## config.mk

```make
export PLATFORM = sky130hd
export DESIGN_NAME = lnk_pwrseq
export DESIGN_NICKNAME = d
export VERILOG_FILES = /design/src/rtl/lnk_pwrseq_pkg.sv /design/src/rtl/lnk_pwrseq_timer.sv /design/src/rtl/lnk_pwrseq_retry.sv /design/src/rtl/lnk_pwrseq_fsm.sv /design/src/rtl/lnk_pwrseq.sv
export SDC_FILE = /design/constraint.sdc
export NUM_CORES = 1
export LEC_CHECK = 0
export BUFFER_PORTS_ARGS = -buffer_cell sky130_fd_sc_hd__buf_2
export CORE_AREA = 2 2 56 84
export CTS_CLUSTER_DIAMETER = 60
export DETAILED_ROUTE_END_ITERATION = 16
export DIE_AREA = 0 0 58 86
export GPL_TIMING_DRIVEN = 1
export PLACE_DENSITY = 0.76
export SLEW_MARGIN = 5
export SYNTH_ARGS = -nofsm -noshare
export SYNTH_HDL_FRONTEND = slang
export SYNTH_HIERARCHICAL = 1
export SYNTH_SLANG_ARGS = --single-unit
export TNS_END_PERCENT = 5
```

## constraint.sdc

```tcl
create_clock -name clk -period 3.3 [get_ports clk]
set_clock_uncertainty 0.05 [all_clocks]
set_input_delay 0.495 -clock clk [delete_from_list [all_inputs] [get_ports clk]]
set_output_delay 0.495 -clock clk [all_outputs]
set_load 0.02 [all_outputs]
```

## src/rtl/lnk_pwrseq_pkg.sv

```systemverilog
package lnk_pwrseq_pkg;

    typedef enum logic [3:0] {
        ST_OFF      = 4'd0,
        ST_SUPPLY   = 4'd1,
        ST_CLKS     = 4'd2,
        ST_PHY_UP   = 4'd3,
        ST_REFCLK   = 4'd4,
        ST_EP_HOLD  = 4'd5,
        ST_POLL     = 4'd6,
        ST_POLL_GAP = 4'd7,
        ST_CTRL_REL = 4'd8,
        ST_DONE     = 4'd9,
        ST_FAULT    = 4'd10
    } seq_state_t;

    typedef struct packed {
        logic supply_en;
        logic phy_pwrdn;
        logic refclk_en;
        logic clocks_on;
        logic phy_rst;
        logic ep_assert;
        logic ctrl_rst;
        logic done;
        logic err;
    } seq_out_t;

    // Microseconds to clock cycles, never below one cycle.
    function automatic int us2cyc(input int us, input int cyc_per_us);
        int v;
        v = us * cyc_per_us;
        return (v < 1) ? 1 : v;
    endfunction

    function automatic int max2(input int a, input int b);
        return (a > b) ? a : b;
    endfunction

    // Moore decode of the sequencer state into output levels.
    function automatic seq_out_t decode(input seq_state_t s);
        seq_out_t o;
        o.supply_en = (s != ST_OFF);
        o.phy_pwrdn = (s inside {ST_OFF, ST_SUPPLY, ST_CLKS});
        o.refclk_en = (s inside {ST_REFCLK, ST_EP_HOLD, ST_POLL, ST_POLL_GAP,
                                 ST_CTRL_REL, ST_DONE, ST_FAULT});
        o.clocks_on = !(s inside {ST_OFF, ST_SUPPLY, ST_CLKS});
        o.phy_rst   = (s inside {ST_OFF, ST_SUPPLY, ST_CLKS, ST_PHY_UP,
                                 ST_REFCLK, ST_EP_HOLD});
        o.ep_assert = o.phy_rst;
        o.ctrl_rst  = !(s inside {ST_CTRL_REL, ST_DONE});
        o.done      = (s == ST_DONE);
        o.err       = (s == ST_FAULT);
        return o;
    endfunction

endpackage

```

## src/rtl/lnk_pwrseq_timer.sv

```systemverilog
module lnk_pwrseq_timer #(
    parameter int TW = 16
) (
    input  logic          clk,
    input  logic          rst,
    input  logic          load,
    input  logic [TW-1:0] load_val,
    output logic [TW-1:0] cnt,
    output logic          zero
);
    always_ff @(posedge clk) begin
        if (rst)
            cnt <= '0;
        else if (load)
            cnt <= load_val;
        else if (cnt != '0)
            cnt <= cnt - TW'(1);
    end

    assign zero = (cnt == '0);

    AST_TMR_COUNTS_DOWN: assert property (@(posedge clk) disable iff (rst)
        (!load && cnt != '0) |=> (cnt == $past(cnt) - TW'(1)));

endmodule

```

## src/rtl/lnk_pwrseq_retry.sv

```systemverilog
module lnk_pwrseq_retry #(
    parameter int MAX_POLLS = 2000
) (
    input  logic clk,
    input  logic rst,
    input  logic clr,
    input  logic inc,
    output logic last
);
    localparam int RW = $clog2(MAX_POLLS + 1);

    logic [RW-1:0] tries;

    always_ff @(posedge clk) begin
        if (rst || clr)
            tries <= '0;
        else if (inc && tries != RW'(MAX_POLLS - 1))
            tries <= tries + RW'(1);
    end

    assign last = (tries == RW'(MAX_POLLS - 1));

    AST_RETRY_BOUND: assert property (@(posedge clk) disable iff (rst)
        inc |=> (tries <= RW'(MAX_POLLS - 1)));

endmodule

```

## src/rtl/lnk_pwrseq_fsm.sv

```systemverilog
module lnk_pwrseq_fsm
    import lnk_pwrseq_pkg::*;
#(
    parameter int TW       = 16,
    parameter int CLKS_CYC = 3,
    parameter int REF_CYC  = 1250,
    parameter int SET_CYC  = 25000,
    parameter int EP_CYC   = 12500,
    parameter int POLL_CYC = 6250,
    parameter int POST_CYC = 25000
) (
    input  logic          clk,
    input  logic          rst,
    input  logic          start,
    input  logic          shutdown,
    input  logic          pll_lock,
    input  logic          tmr_zero,
    input  logic          rty_last,
    output logic          tmr_load,
    output logic [TW-1:0] tmr_val,
    output logic          rty_clr,
    output logic          rty_inc,
    output seq_state_t    state
);
    localparam logic [TW-1:0] V_CLKS = TW'(CLKS_CYC - 1);
    localparam logic [TW-1:0] V_REF  = TW'(REF_CYC - 1);
    localparam logic [TW-1:0] V_SET  = TW'(SET_CYC - 1);
    localparam logic [TW-1:0] V_EP   = TW'(EP_CYC - 1);
    localparam logic [TW-1:0] V_POLL = TW'(POLL_CYC - 1);
    localparam logic [TW-1:0] V_POST = TW'(POST_CYC - 1);

    seq_state_t nxt;

    always_comb begin
        nxt      = state;
        tmr_load = 1'b0;
        tmr_val  = '0;
        rty_clr  = 1'b0;
        rty_inc  = 1'b0;
        unique case (state)
            ST_OFF:      if (start) nxt = ST_SUPPLY;
            ST_SUPPLY: begin
                nxt = ST_CLKS; tmr_load = 1'b1; tmr_val = V_CLKS;
            end
            ST_CLKS: if (tmr_zero) begin
                nxt = ST_PHY_UP; tmr_load = 1'b1; tmr_val = V_REF;
            end
            ST_PHY_UP: if (tmr_zero) begin
                nxt = ST_REFCLK; tmr_load = 1'b1; tmr_val = V_SET;
            end
            ST_REFCLK: if (tmr_zero) begin
                nxt = ST_EP_HOLD; tmr_load = 1'b1; tmr_val = V_EP;
            end
            ST_EP_HOLD: if (tmr_zero) begin
                nxt = ST_POLL; rty_clr = 1'b1;
            end
            ST_POLL: begin
                if (pll_lock) begin
                    nxt = ST_CTRL_REL; tmr_load = 1'b1; tmr_val = V_POST;
                end else if (rty_last) begin
                    nxt = ST_FAULT;
                end else begin
                    nxt = ST_POLL_GAP; rty_inc = 1'b1;
                    tmr_load = 1'b1; tmr_val = V_POLL;
                end
            end
            ST_POLL_GAP: if (tmr_zero) nxt = ST_POLL;
            ST_CTRL_REL: if (tmr_zero) nxt = ST_DONE;
            ST_DONE:     nxt = ST_DONE;
            ST_FAULT:    nxt = ST_FAULT;
            default:     nxt = ST_OFF;
        endcase
        if (shutdown) begin
            nxt      = ST_OFF;
            tmr_load = 1'b0;
            rty_clr  = 1'b1;
            rty_inc  = 1'b0;
        end
    end

    always_ff @(posedge clk) begin
        if (rst) state <= ST_OFF;
        else     state <= nxt;
    end

    AST_SHUTDOWN_TO_OFF: assert property (@(posedge clk) disable iff (rst)
        shutdown |=> (state == ST_OFF));
    AST_START_ONLY_IDLE: assert property (@(posedge clk) disable iff (rst)
        (state != ST_OFF && state != ST_SUPPLY) |=> (state != ST_SUPPLY));
    AST_FAULT_NEEDS_POLL: assert property (@(posedge clk) disable iff (rst)
        $rose(state == ST_FAULT) |-> ($past(state) == ST_POLL && !$past(pll_lock)));

endmodule

```

## src/rtl/lnk_pwrseq.sv

```systemverilog
module lnk_pwrseq
    import lnk_pwrseq_pkg::*;
#(
    parameter int CYC_PER_US    = 125,
    parameter int NUM_CLKS      = 3,
    parameter int REFCLK_DLY_US = 10,
    parameter int SETTLE_US     = 200,
    parameter int EP_PULSE_US   = 100,
    parameter int POLL_US       = 50,
    parameter int MAX_POLLS     = 2000,
    parameter int POST_RST_US   = 200,
    parameter bit USE_SW_RST    = 1'b1,
    parameter bit EP_ACT_HIGH   = 1'b0
) (
    input  logic                clk,
    input  logic                rst,
    input  logic                start,
    input  logic                shutdown,
    input  logic                pll_lock,
    output logic                supply_en,
    output logic                phy_pwrdn,
    output logic                refclk_en,
    output logic [NUM_CLKS-1:0] clk_en,
    output logic                phy_rst,
    output logic                ctrl_rst,
    output logic                ep_rst_pin,
    output logic                seq_done,
    output logic                lock_err
);
    localparam int REF_CYC  = us2cyc(REFCLK_DLY_US, CYC_PER_US);
    localparam int SET_CYC  = us2cyc(SETTLE_US, CYC_PER_US);
    localparam int EP_CYC   = us2cyc(EP_PULSE_US, CYC_PER_US);
    localparam int POLL_CYC = us2cyc(POLL_US, CYC_PER_US);
    localparam int POST_CYC = USE_SW_RST ? us2cyc(POST_RST_US, CYC_PER_US) : 1;
    localparam int MAX_CYC  = max2(max2(max2(REF_CYC, SET_CYC), max2(EP_CYC, POLL_CYC)),
                                   max2(POST_CYC, NUM_CLKS));
    localparam int TW       = $clog2(MAX_CYC + 1);

    seq_state_t    state;
    seq_out_t      dec;
    logic          tmr_load, tmr_zero, rty_clr, rty_inc, rty_last;
    logic [TW-1:0] tmr_val, tmr_cnt;

    lnk_pwrseq_timer #(.TW(TW)) u_timer (
        .clk(clk), .rst(rst), .load(tmr_load), .load_val(tmr_val),
        .cnt(tmr_cnt), .zero(tmr_zero)
    );

    lnk_pwrseq_retry #(.MAX_POLLS(MAX_POLLS)) u_retry (
        .clk(clk), .rst(rst), .clr(rty_clr), .inc(rty_inc), .last(rty_last)
    );

    lnk_pwrseq_fsm #(
        .TW(TW), .CLKS_CYC(NUM_CLKS), .REF_CYC(REF_CYC), .SET_CYC(SET_CYC),
        .EP_CYC(EP_CYC), .POLL_CYC(POLL_CYC), .POST_CYC(POST_CYC)
    ) u_fsm (
        .clk(clk), .rst(rst), .start(start), .shutdown(shutdown),
        .pll_lock(pll_lock), .tmr_zero(tmr_zero), .rty_last(rty_last),
        .tmr_load(tmr_load), .tmr_val(tmr_val), .rty_clr(rty_clr),
        .rty_inc(rty_inc), .state(state)
    );

    assign dec = decode(state);

    // Clock gates open one per cycle while the count runs down in ST_CLKS.
    for (genvar g = 0; g < NUM_CLKS; g++) begin : g_clk_gate
        assign clk_en[g] = dec.clocks_on ||
                           (state == ST_CLKS && tmr_cnt <= TW'(NUM_CLKS - 1 - g));
    end

    assign supply_en  = dec.supply_en;
    assign phy_pwrdn  = dec.phy_pwrdn;
    assign refclk_en  = dec.refclk_en;
    assign phy_rst    = dec.phy_rst;
    assign ctrl_rst   = dec.ctrl_rst;
    assign ep_rst_pin = EP_ACT_HIGH ? dec.ep_assert : !dec.ep_assert;
    assign seq_done   = dec.done;
    assign lock_err   = dec.err;

    AST_CLK_NEEDS_SUPPLY: assert property (@(posedge clk) disable iff (rst)
        (clk_en != '0) |-> supply_en);
    AST_REF_AFTER_PWRUP: assert property (@(posedge clk) disable iff (rst)
        $rose(refclk_en) |-> ($past(!phy_pwrdn) && !phy_pwrdn));
    AST_RST_AFTER_REF: assert property (@(posedge clk) disable iff (rst)
        $fell(phy_rst) |-> ($past(refclk_en) && clk_en == {NUM_CLKS{1'b1}}));
    AST_CTRL_AFTER_PHY: assert property (@(posedge clk) disable iff (rst)
        $fell(ctrl_rst) |-> ($past(!phy_rst) && pll_lock == $past(pll_lock) || $past(pll_lock)));
    AST_DONE_AFTER_RST: assert property (@(posedge clk) disable iff (rst)
        $rose(seq_done) |-> ($past(!ctrl_rst) && !lock_err));
    AST_SHUTDOWN_OFF: assert property (@(posedge clk) disable iff (rst)
        shutdown |=> (!supply_en && phy_pwrdn && phy_rst && ctrl_rst && !seq_done && !lock_err));

endmodule

```

== Word level (Yosys, flattened, before mapping) ==
Index checks and enable logic that the tools add are counted.
Word-level totals
  output and inout bits: 11
  bits in registers: 30
Operators by class
  magnitude comparators: 3
  muxes and demuxes: 27
  add/sub/neg operators: 2
  equal/unequal tests: 18
  reductions and logical operators: 24
Operators with widths (number)
  $pmux W15 S5: 1
  $mux W15: 4
  $pmux W4 S10: 1
  $mux W4: 8
  $le A15 B1 Y1 const B: 2
  $eq A4 B3 Y1 const B: 4
  $le A15 B2 Y1 const B: 1
  $logic_not A15 Y1: 1
  $reduce_bool A15 Y1: 1
  $sub A15 B1 Y15 const B: 1
  $mux W14: 1
  $mux W13: 1
  $eq A4 B4 Y1 const B: 3
  $add A11 B1 Y11 const B: 1
  $eq A11 B11 Y1 const B: 1
  $mux W11: 1
  $ne A11 B11 Y1 const B: 1
  $ne A2 B2 Y1 const B: 5
  $mux W1: 9
  $eq A4 B2 Y1 const B: 2
  $reduce_bool A7 Y1: 1
  $reduce_and A6 Y1: 1
  $reduce_bool A6 Y1: 1
  $eq A4 B1 Y1 const B: 1
  11 further kinds: 21

== Depth between registers and ports, before layout ==
Gate-level depths: netlist of run 1.
  word-level depth: 6
  gate-level depth with buffers: 14
  mapped depth without buffers: 12

== By module ==
Netlist of run 1, hierarchy kept.
Modules (own cells, without submodules)
  lnk_pwrseq_timer: cells each 102, area an instance 898.4 sq um, times used 1
  lnk_pwrseq_retry: cells each 71, area an instance 610.6 sq um, times used 1
  lnk_pwrseq_fsm: cells each 89, area an instance 606.8 sq um, times used 1
  lnk_pwrseq: cells each 27, area an instance 152.6 sq um, times used 1

== Worst setup path after synthesis of run 1 ==
Ideal clock, no wire load.
  kind: register to register
  from: reg u_timer.cnt[0]
  to: reg u_timer.cnt[4]
  setup time: 0.067 ns
  setup slack: 0.514 ns
  arrival time: 2.668 ns
  stages on the path, launching flop included: 13
  clock period less this slack: 2.786 ns
  data required time: 3.183 ns
  path through: dfxtp_1 -> inv_1 -> ha_1 -> or4b_1 -> nor4_4 -> buf_2 -> o311a_1 -> clkbuf_1 -> inv_1 -> nor2_1 -> clkbuf_1 -> nand2_1 -> o21ai_2
Between the ends
  word-level cells in the longest chain between the ends: 5
  elaborated cells between the ends (all ways): 11
  classes of those cells: add/sub (1); mux (7); reduce/logical (3)
RTL lines
  start: declaration: RTL line lnk_pwrseq_timer.sv:8  | output logic [TW-1:0] cnt,
  start signal: assignment: RTL line lnk_pwrseq_timer.sv:15  | cnt <= load_val;
  start signal: assignment: RTL line lnk_pwrseq_timer.sv:17  | cnt <= cnt - TW'(1);
  $logic_not A15 Y1 *: RTL line lnk_pwrseq_timer.sv:20  | assign zero = (cnt == '0);
  net tmr_zero: RTL line lnk_pwrseq.sv:41  | logic tmr_load, tmr_zero, rty_clr, rty_inc, rty_last;
  $mux W1 *: RTL line lnk_pwrseq_fsm.sv:45, lnk_pwrseq_fsm.sv:48, lnk_pwrseq_fsm.sv:51
  $pmux W1 S3 *: RTL line lnk_pwrseq_fsm.sv:40  | unique case (state)
  $mux W1 *: RTL line lnk_pwrseq_fsm.sv:73  | if (shutdown) begin
  net tmr_load: RTL line lnk_pwrseq.sv:41
  $mux W15 or $reduce_bool A2 Y1 (tied branches)
The timed path passes the listed nets; every way through them passes the cells marked *. The select of a mux whose other input is x is not followed.
A chain may end at the register's enable or synchronous reset.

== Worst setup path after layout of run 1 ==
  from: reg u_retry.tries[1]
  to: reg u_timer.cnt[6]
Between the ends
  word-level cells in the longest chain between the ends: 6
  elaborated cells between the ends (all ways): 10
  classes of those cells: eq/ne (1); mux (8); reduce/logical (1)
RTL lines
  start: declaration: RTL line lnk_pwrseq_retry.sv:12  | logic [RW-1:0] tries;
  start signal: assignment: RTL line lnk_pwrseq_retry.sv:18  | tries <= tries + RW'(1);
  $eq A11 B11 Y1 *: RTL line lnk_pwrseq_retry.sv:21  | assign last = (tries == RW'(MAX_POLLS - 1));
  net rty_last: RTL line lnk_pwrseq.sv:41
  $mux W1 *: RTL line lnk_pwrseq_fsm.sv:60  | end else if (rty_last) begin
  $mux W1 *: RTL line lnk_pwrseq_fsm.sv:58  | if (pll_lock) begin
  $pmux W1 S3 *: RTL line lnk_pwrseq_fsm.sv:40
  $mux W1 *: RTL line lnk_pwrseq_fsm.sv:73
  net tmr_load: RTL line lnk_pwrseq.sv:41
  $mux W15 or $reduce_bool A2 Y1 (tied branches)
The timed path passes the listed nets; every way through them passes the cells marked *.

==> results.sh, run 1 <==
export IMPL_ir_drop_v=0.000538
export IMPL_yosys_top_cells_count="nand2_1 (33), dfxtp_1 (30), nor2_1 (17), nor3_1 (17), a21oi_1 (15)"
export IMPL_cts_sinks=30
export IMPL_hold_violations=0
export IMPL_cts_buffers=5
export IMPL_die_h_microns=86
export IMPL_yosysMostFrequentCell="nand2_1"
export IMPL_worst_path_max_fanout=11
export IMPL_status="complete, no violations"
export IMPL_drc_errors=0
export IMPL_required_ps=3470
export IMPL_synth_area_sq_um=2270
export IMPL_crit_slowest_cell="or3_4"
export IMPL_core_area_sq_um=4210
export IMPL_netlist_instances=289
export IMPL_rsz0062_at_grt="false"
export IMPL_r2r_slack_ps=500
export IMPL_maxCapViolations=0
export IMPL_hold_end="u_fsm/state[2]"
export IMPL_critPathBufInv=1
export IMPL_cts_buffer_depth=2
export IMPL_synth_distinct_cells=65
export IMPL_worst_pin_slew_ps=700
export IMPL_syn_avg_cell_area_sq_um=7.85
export IMPL_via_count=2168
export IMPL_fin_nets=306
export IMPL_vias_per_cell=6.27
export IMPL_start_kind="flop"
export IMPL_grt_pass1_wl_mm=9.04
export IMPL_finalMaxSlewViolations=0
export IMPL_cts_tree="built"
export IMPL_powerDensity_nw_per_um2=755
export IMPL_port_buffers=15
export IMPL_clk_pin_slew_ps=70
export IMPL_cts_resized=0
export IMPL_cp_cell_sequence="ha_1 > and4b_1 > nand3_1 > inv_1 > nor2b_1 > nor3_1 > o311a_1 > or3_4 > o21ai_2"
export IMPL_worst_setup_path_end_kind="flop"
export IMPL_max_stage_delay_ps=530
export IMPL_fp_row_count=29
export IMPL_grt_max_degree=24
export IMPL_worst_r2r_path_depth=9
export IMPL_h_tree_depth=2
export IMPL_grt_use_total_pct=22.9
export IMPL_fmax_mhz=357
export IMPL_antenna_found_initial=0
export IMPL_synthArstFlopShare_pct=0
export IMPL_start_util_pct=53.9
export IMPL_ys_seq_area_share_pct=26.5
export IMPL_reg2reg_from="u_retry/tries[1]"
export IMPL_criticalPathCategory="reg2reg"
export IMPL_synth_area_leaders="dfxtp_1 (26%), nand2_1 (5.5%), o21ai_2 (3.9%)"
export IMPL_finalCritPeriodShare_pct=84.8
export IMPL_use_met2_pct=38.4
export IMPL_yosysTopAreaCellShare_pct=26.5
export IMPL_postRouteAntennaNets=0
export IMPL_yosysWarnings=6
export IMPL_first_pass_iters=4
export IMPL_synth_largest_area_cell="dfxtp_1"
export IMPL_die_w_microns=58
export IMPL_cp_top_family="simple AND/OR/NAND/NOR gates"
export IMPL_worstReg2RegEnd="u_timer/cnt[6]"
export IMPL_slew_headroom_pct=53.3
export IMPL_final_util_pct=58.4
export IMPL_hold_buffers=0
export IMPL_drt_wl_total_mm=5.27
export IMPL_holdPathStages=2
export IMPL_cts_root_buffer="clkbuf_8"
export IMPL_hold_path_class="in2reg"
export IMPL_cp_arrival_ps=2970
export IMPL_synth_fp_nets=296
export IMPL_area_growth_pct=8.44
export IMPL_wl_per_cell_microns=15.2
export IMPL_die_area_sq_um=4990
export IMPL_drtIter0Drc=78
export IMPL_finalSetupTns_ps=0
export IMPL_use_met1_pct=26.9
export IMPL_synth_edff_count=0
export IMPL_cts_setup_buffers=0
export IMPL_place_congestion=0.882
export IMPL_diodes=0
export IMPL_met3_usage_pct=4.83
export IMPL_hp_start="shutdown"
export IMPL_io_pins=16
export IMPL_grt_pass1_vias=1998
export IMPL_final_layout_size_suffix_gt1_share_pct=18.7
export IMPL_dp_hpwl_mm=3.84
export IMPL_clk_latency_ps=280
export IMPL_synthFlopType="dfxtp_1"
export IMPL_leakage_uw=0.000909
export IMPL_setup_viol=0
export IMPL_fin_crit_ps=2800
export IMPL_synth_seq_cells=30
export IMPL_grt_busiest_layer="met2"
export IMPL_grt_overflow=0
## placed cells by master (no fill, tap or decap), types with 3 or more instances in the layout
master and count:
o21ai_0 12, dfxtp_1 30, nor3_1 17, xor2_1 3
a21oi_1 15, clkbuf_8 6, nand3b_1 4, nor4_1 5
buf_2 15, nor2b_1 4, o211ai_1 3, nand3_1 11
or3_1 3, or4_1 5, inv_1 13, xnor2_1 9
mux2i_1 3, o21ai_1 3, nor4b_1 4, nand2b_1 8
o31ai_1 3, o21ai_2 10, nand4_1 7, nor2_1 17
nand2_1 33, or2_2 4, buf_4 5
## cells by family after synthesis
kind of cell / after synthesis / share of synthesized area, %
mux: 3 / 1.32
fa+ha+maj: 2 / 1.10
other cells: 1 / 0.165
simple gates: 142 / 37.0
compound gates: 69 / 21.8
flops: 30 / 26.5
xor+xnor: 12 / 4.63
buf+inv: 30 / 7.50
## where the power goes
part           total [uW]  switching, uW  internal [uW]
Combinational         821            468            353
Sequential            566            128            437
Clock                 471            149            322
Total                1860            745           1110
## final cells by class
type / instances / area, sq um
fillers: 396 / 1750
well taps: 46 / 57.6
inverters: 13 / 48.8
multi-input cells: 229 / 1500
flip-flops and latches: 30 / 601
clock inverters: 2 / 60.1
repair buffers: 20 / 113
clock buffers: 6 / 82.6
## flip-flops by register name, summed over array words and instances, names as in the netlist
register / count
u_fsm/state: 4
u_retry/tries: 11
u_timer/cnt: 15
## layer usage
metal | up-vias | part of all wire [%]
met5 | - | 0
met3 | 21 | 3.6
met1 | 1006 | 42
met4 | 0 | 3.8
li1 | 1076 | -
met2 | 65 | 51
## per-stage QoR
step	hold slack [ps]	std cells	area (sq um)	setup WS, ps	power [uW]
3_3_place_gp	421	338	2320	542	1360
6_report	415	346	2460	501	1860
2_1_floorplan	411	289	2270	514	1250
4_1_cts	405	346	2460	524	1860
3_5_place_dp	433	338	2320	543	1380
5_1_grt	413	346	2460	268	1960
## how the worst max path moves through the flow
stage	start	end	cells past startpoint
final	u_retry/tries[1]	u_timer/cnt[6]	9
after global routing	u_timer/cnt[1]	u_timer/cnt[8]	11
after CTS	u_retry/tries[0]	u_timer/cnt[4]	9
after detailed placement	u_retry/tries[0]	u_timer/cnt[10]	9
after global placement	u_retry/tries[0]	u_timer/cnt[4]	9
after floorplan	u_timer/cnt[0]	u_timer/cnt[4]	12
Note: power is estimated with default switching activity, not from simulation.
==> inputs of run 2 (changes only) <==
--- a/config.mk
+++ b/config.mk
@@ -5,11 +5,12 @@
 export SDC_FILE = /design/constraint.sdc
 export NUM_CORES = 1
 export LEC_CHECK = 0
+export ABC_AREA = 1
 export BUFFER_PORTS_ARGS = -buffer_cell sky130_fd_sc_hd__buf_2
-export CORE_AREA = 2 2 56 84
+export CORE_AREA = 2 2 56 85
 export CTS_CLUSTER_DIAMETER = 60
 export DETAILED_ROUTE_END_ITERATION = 16
-export DIE_AREA = 0 0 58 86
+export DIE_AREA = 0 0 58 87
 export GPL_TIMING_DRIVEN = 1
 export PLACE_DENSITY = 0.76
 export SLEW_MARGIN = 5
==> constraint.sdc (replaced) <==
create_clock -name clk -period 2.6 [get_ports clk]
set_clock_uncertainty 0.05 [all_clocks]
set_input_delay 0.39 -clock clk [delete_from_list [all_inputs] [get_ports clk]]
set_output_delay 0.39 -clock clk [all_outputs]
set_load 0.02 [all_outputs]
==> run 2 against run 1 <==
Critical path depth rose by 3. Final cell count rose by 28%. Critical endpoint is now u_timer/cnt[0]. Synthesized cell count rose by 30%. Worst setup slack got worse by 250 ps. Core utilization fell by 0.88 points. Combinational power rose by 64%. First-iteration DRC count fell by 15%. Global-route usage rose by 0.36 points. Power rose by 31%. Wire length fell by 1.9%.
==> results.sh, run 2 <==
export IMPL_layout_common_cells="nand2_1 (103), nor2_1 (65), inv_1 (40), dfxtp_1 (30), nand3_1 (24)"
export IMPL_synth_distinct_cells=37
export IMPL_final_layout_size_suffix_gt1_share_pct=19.2
export IMPL_syn_avg_cell_area_sq_um=6.11
export IMPL_core_area_sq_um=4350
export IMPL_final_cell_count_no_fill=443
export IMPL_hold_violations=0
export IMPL_cp_top_family="simple AND/OR/NAND/NOR gates"
export IMPL_vias_per_cell=5.17
export IMPL_worst_path_max_fanout=9
export IMPL_drt_wl_total_mm=5.17
export IMPL_synth_edff_count=0
export IMPL_finalMaxSlewViolations=0
export IMPL_synthArstFlopShare_pct=0
export IMPL_fin_crit_ps=2350
export IMPL_synth_largest_area_cell="dfxtp_1"
export IMPL_fp_row_count=30
export IMPL_diodes=0
export IMPL_placed_cells=435
export IMPL_synth_fp_nets=384
export IMPL_yosysTopAreaCellShare_pct=26.1
export IMPL_setup_viol=0
export IMPL_grt_overflow=0
export IMPL_start_util_pct=52.9
export IMPL_area_growth_pct=8.80
export IMPL_worst_setup_path_end_kind="flop"
export IMPL_place_congestion=0.856
export IMPL_largest_reg_flops=15
export IMPL_hold_path_class="in2reg"
export IMPL_max_stage_delay_ps=390
export IMPL_cts_buffer_depth=2
export IMPL_first_pass_iters=4
export IMPL_cts_root_buffer="clkbuf_8"
export IMPL_die_area_sq_um=5050
export IMPL_crit_slowest_cell="dfxtp_1"
export IMPL_crit_top_cell="inv_1"
export IMPL_grt_pass1_wl_mm=9.19
export IMPL_finalCritPeriodShare_pct=90.3
export IMPL_wl_per_cell_microns=11.7
export IMPL_clk_pin_slew_ps=70
export IMPL_drc_errors=0
export IMPL_grt_use_total_pct=23.3
export IMPL_ys_seq_area_share_pct=26.1
export IMPL_maxCapViolations=0
export IMPL_largest_register="u_timer/cnt"
export IMPL_finalSetupTns_ps=0
export IMPL_netlist_instances=377
export IMPL_synth_area_leaders="dfxtp_1 (26%), nand2_1 (17%), nor2_1 (11%)"
export IMPL_grt_max_degree=15
export IMPL_start_kind="flop"
export IMPL_drtIter0Drc=66
export IMPL_antenna_found_initial=0
export IMPL_cts_resized=0
export IMPL_status="complete, no violations"
export IMPL_grt_pass1_vias=2180
export IMPL_postRouteAntennaNets=0
export IMPL_synthFlopType="dfxtp_1"
export IMPL_die_h_microns=87
export IMPL_io_pins=16
export IMPL_hold_buffers=0
export IMPL_yosysWarnings=6
export IMPL_cts_setup_buffers=0
export IMPL_yosys_top_cells_count="nand2_1 (103), nor2_1 (66), inv_1 (40)"
export IMPL_synth_seq_cells=30
export IMPL_criticalPathCategory="reg2reg"
export IMPL_die_w_microns=58
export IMPL_powerDensity_nw_per_um2=971
export IMPL_clk_latency_ps=290
export IMPL_fmax_mhz=426
export IMPL_cp_cell_sequence="ha_1 > nand2_1 > nor2_4 > nand3_4 > inv_1 > inv_1 > o21ai_1 > a31oi_1 > inv_1 > nand4_2 > nor2_1 > nor3_2"
export IMPL_layout_cells_most_common="nand2_1"
export IMPL_critPathBufInv=3
export IMPL_port_buffers=15
export IMPL_ir_drop_v=0.000760
export IMPL_dp_hpwl_mm=4.12
export IMPL_via_count=2289
export IMPL_yosysMostFrequentCell="nand2_1"
export IMPL_fin_nets=401
export IMPL_rsz0062_at_grt="false"
export IMPL_required_ps=2720
export IMPL_h_tree_depth=2
export IMPL_leakage_uw=0.00117
export IMPL_cts_sinks=30
export IMPL_reg_largest_list="u_timer/cnt (15), u_retry/tries (11), u_fsm/state (4)"
export IMPL_cts_buffers=5
export IMPL_cp_arrival_ps=2470
export IMPL_synth_area_sq_um=2300
export IMPL_cts_tree="built"
-- run 2: cell count changes in the layout (fill, tap and decap cells not counted), moves of 7 or more --
cell,before,now
inv_1,13,40
nor2_1,17,65
inv_2,0,7
nand2b_1,8,0
nand2_1,33,103
nor2_2,1,13
nand3_1,11,24
nor3_1,17,0
-- run 2: where the power goes --
| group | switching, uW | internal [uW] | total, uW |
|---|---|---|---|
| Combinational | 872 | 476 | 1350 |
| Sequential | 129 | 555 | 684 |
| Clock | 188 | 212 | 401 |
| Total | 1190 | 1240 | 2430 |
-- run 2: layout make-up --
cell class                 instances  area, sq um
timing repair buffer              17         90.1
clock inverter                     2         12.5
fill                             440         1850
tap                               48         60.1
multi-input combinational        292         1480
clock buffer                       6         82.6
inverter                          48          183
sequential                        30          601
-- run 2: cell families (layout without fill, tap and decap cells) --
group / after synthesis / count (layout) / share of synthesized area (%)
XOR/XNOR: 7 / 7 / 2.66
adder cells (fa/ha/maj): 2 / 2 / 1.09
AO/OA/AOI/OAI: 44 / 44 / 10.9
AND/OR/NAND/NOR: 238 / 238 / 49.2
flip-flops: 30 / 30 / 26.1
buffers and inverters: 55 / 73 / 9.89
other: 1 / 1 / 0.163
-- run 2: worst paths after layout --
path                     from          endpoint  slack, ps  depth (start not counted)
max          u_retry/tries[0]    u_timer/cnt[0]        250                         12
min                       rst    u_timer/cnt[9]        410                          2
max reg2reg  u_retry/tries[0]    u_timer/cnt[0]        250                         12
min reg2reg  u_retry/tries[6]  u_retry/tries[6]        430                          1
-- run 2: through the flow --
stage	total power [uW]	worst slack, ps	area [sq um]	util, %	hold slack (ps)
detailed placement	2040	126	2410	55.3	419
CTS	2440	110	2500	57.5	400
global placement	2020	182	2410	55.3	408
floorplan	1760	476	2300	-	393
finish	2430	252	2510	57.6	407
global route	2680	8.69	2510	57.6	422
-- run 2: layer usage --
layer / vias up / part of all wire (%) / routed length, microns / global-route usage, %
met5: - / 0 / 0 / 0
met1: 1026 / 39 / 2030 / 24.7
met4: 0 / 3.8 / 197 / 12.1
met2: 38 / 54 / 2810 / 42.6
met3: 15 / 2.4 / 126 / 4.46
li1: 1210 / - / - / -
==> inputs of run 3 (changes only) <==
--- a/config.mk
+++ b/config.mk
@@ -12,7 +12,7 @@
 export DETAILED_ROUTE_END_ITERATION = 16
 export DIE_AREA = 0 0 58 87
 export GPL_TIMING_DRIVEN = 1
-export PLACE_DENSITY = 0.76
+export PLACE_DENSITY_LB_ADDON = 0.1
 export SLEW_MARGIN = 5
 export SYNTH_ARGS = -nofsm -noshare
 export SYNTH_HDL_FRONTEND = slang
==> run 3 against run 2 <==
Clock power rose by 2%. Final cell count up 0.23%. Worst setup slack better by 34 ps. Maximum frequency up 1.5%. Sequential power hardly changed. Sequential share of layout area about the same. Wire length grew 0.48%. Sequential cell count is the same. Critical path depth grew 5. Register-to-register slack gained 30 ps. Critical path type unchanged. Largest cell class unchanged. Highest routed layer unchanged.
==> results.sh, run 3 (same netlist as run 2, synthesis figures left out) <==
export IMPL_p_sw_uw=1200
export IMPL_clk_latency_ps=290
export IMPL_postRouteAntennaNets=0
export IMPL_hp_start="shutdown"
export IMPL_holdPathStages=4
export IMPL_area_growth_pct=9.02
export IMPL_via_count=2245
export IMPL_setup_viol=0
export IMPL_leakage_uw=0.00118
export IMPL_hold_path_class="in2reg"
export IMPL_final_util_pct=57.7
export IMPL_place_area_sq_um=2420
export IMPL_p_clk_share_pct=16.6
export IMPL_start_kind="flop"
export IMPL_cts_resized=0
export IMPL_r2r_slack_ps=290
export IMPL_worst_r2r_path_depth=17
export IMPL_hold_violations=0
export IMPL_start_util_pct=52.9
export IMPL_worst_pin_slew_ps=544
export IMPL_grt_pass1_vias=2045
export IMPL_cts_sinks=30
export IMPL_slew_headroom_pct=63.6
export IMPL_grt_use_total_pct=22.6
export IMPL_fin_crit_ps=2310
export IMPL_grt_max_degree=15
export IMPL_drtIter0Drc=93
export IMPL_intPower_uw=1250
export IMPL_p_seq_share_pct=27.8
export IMPL_pre_cts_slack_ps=286
export IMPL_largest_reg_flops=15
export IMPL_drc_errors=0
export IMPL_total_power_uw=2460
export IMPL_design_area_sq_um=2510
export IMPL_reg_largest_list="u_timer/cnt (15), u_retry/tries (11), u_fsm/state (4)"
export IMPL_clk_pin_slew_ps=70
export IMPL_required_ps=2780
export IMPL_largest_register="u_timer/cnt"
export IMPL_finalMaxSlewViolations=0
export IMPL_setup_ws_ps=287
export IMPL_drt_wl_total_mm=5.20
export IMPL_final_layout_size_suffix_gt1_share_pct=19.2
export IMPL_criticalPathCategory="reg2reg"
export IMPL_layout_cells_most_common="nand2_1"
export IMPL_cts_root_buffer="clkbuf_8"
export IMPL_p_comb_share_pct=55.5
export IMPL_die_area_sq_um=5050
export IMPL_die_h_microns=87
export IMPL_powerDensity_nw_per_um2=979
export IMPL_finalCritPeriodShare_pct=89.0
export IMPL_ir_drop_v=0.000879
export IMPL_h_tree_depth=2
export IMPL_dp_hpwl_mm=4.15
export IMPL_worst_path_max_fanout=7
export IMPL_core_area_sq_um=4350
export IMPL_grt_overflow=0
export IMPL_die_w_microns=58
export IMPL_diodes=0
export IMPL_finalSetupTns_ps=0
export IMPL_first_pass_iters=4
export IMPL_layout_common_cells="nand2_1 (103), nor2_1 (66), inv_1 (40), dfxtp_1 (30), nand3_1 (24)"
export IMPL_p_sw_share_pct=49.0
export IMPL_reg2reg_from="u_timer/cnt[0]"
export IMPL_hold_buffers=0
export IMPL_fin_nets=402
export IMPL_fmax_mhz=432
export IMPL_io_pins=16
export IMPL_antenna_found_initial=0
export IMPL_hold_end="u_fsm/state[1]"
export IMPL_cts_setup_buffers=0
export IMPL_maxCapViolations=0
export IMPL_cts_tree="built"
export IMPL_cts_buffers=5
export IMPL_worstReg2RegEnd="u_timer/cnt[7]"
export IMPL_fp_row_count=30
export IMPL_worst_setup_path_end_kind="flop"
export IMPL_cts_buffer_depth=2
export IMPL_place_congestion=0.876
export IMPL_cp_arrival_ps=2500
export IMPL_wl_per_cell_microns=11.7
export IMPL_grt_pass1_wl_mm=8.85
export IMPL_vias_per_cell=5.06
export IMPL_port_buffers=15
export IMPL_rsz0062_at_grt="false"
export IMPL_status="complete, no violations"
-- run 3: cell types whose count changed in the layout (fill, tap and decap cells not counted) --
cell / previous run / this run
buf_4: 2 / 3
nor2_1: 65 / 66
nor2_2: 13 / 12
-- run 3: how the worst max path moves through the flow --
stage / from / to / slack [ps] / depth (start not counted)
final: u_timer/cnt[0] / u_timer/cnt[7] / 290 / 17
after floorplan: u_timer/cnt[0] / u_timer/cnt[9] / 480 / 12
after global placement: u_timer/cnt[0] / u_timer/cnt[7] / 340 / 17
after detailed placement: u_timer/cnt[0] / u_retry/tries[5] / 290 / 12
after CTS: u_timer/cnt[0] / u_retry/tries[5] / 270 / 12
after global routing: u_timer/cnt[0] / u_retry/tries[5] / 20 / 12
-- run 3: cell type report --
class	count	area, sq um
Fill cell	459	1840
Multi-Input combinational cell	292	1480
Sequential cell	30	601
Inverter	48	183
Timing Repair Buffer	18	97.6
Clock buffer	6	82.6
Tap cell	48	60.1
Clock inverter	2	12.5
-- run 3: through the flow --
| step | std cells | hold slack, ps |
|---|---|---|
| floorplan | 377 | 393 |
| global placement | 436 | 408 |
| detailed placement | 436 | 419 |
| CTS | 444 | 388 |
| global route | 444 | 422 |
| finish | 444 | 385 |
-- run 3: worst max-delay path, stage by stage, from the launching register on --
cell and delay [ps]:
dfxtp_1 350, inv_1 130, ha_1 230, nand2_2 120, nor2_8 170, nand3_2 110, inv_1 120, inv_1 60
buf_4 160, nor2_1 120, inv_2 60, o21ai_2 90, nor2_2 80, nand2_1 70, nor2_1 50, nor2_1 90
nand2_1 80, a21oi_2 100
-- run 3: metal layers --
| layer | track usage, % | share of wire, % | up-vias |
|---|---|---|---|
| met5 | 0 | 0 | - |
| met4 | 7.82 | 2.4 | 0 |
| met3 | 4.01 | 2.0 | 8 |
| met2 | 42.1 | 54 | 26 |
| met1 | 24.9 | 42 | 996 |
| li1 | - | - | 1215 |
-- run 3: power by group through the flow --
stage | clock network (uW) | logic, uW | registers, uW
6_report | 409 | 1370 | 685
5_1_grt | 436 | 1550 | 704
4_1_cts | 416 | 1370 | 687
3_5_place_dp | 0 | 1360 | 698
3_3_place_gp | 0 | 1360 | 696
2_1_floorplan | 0 | 1100 | 666
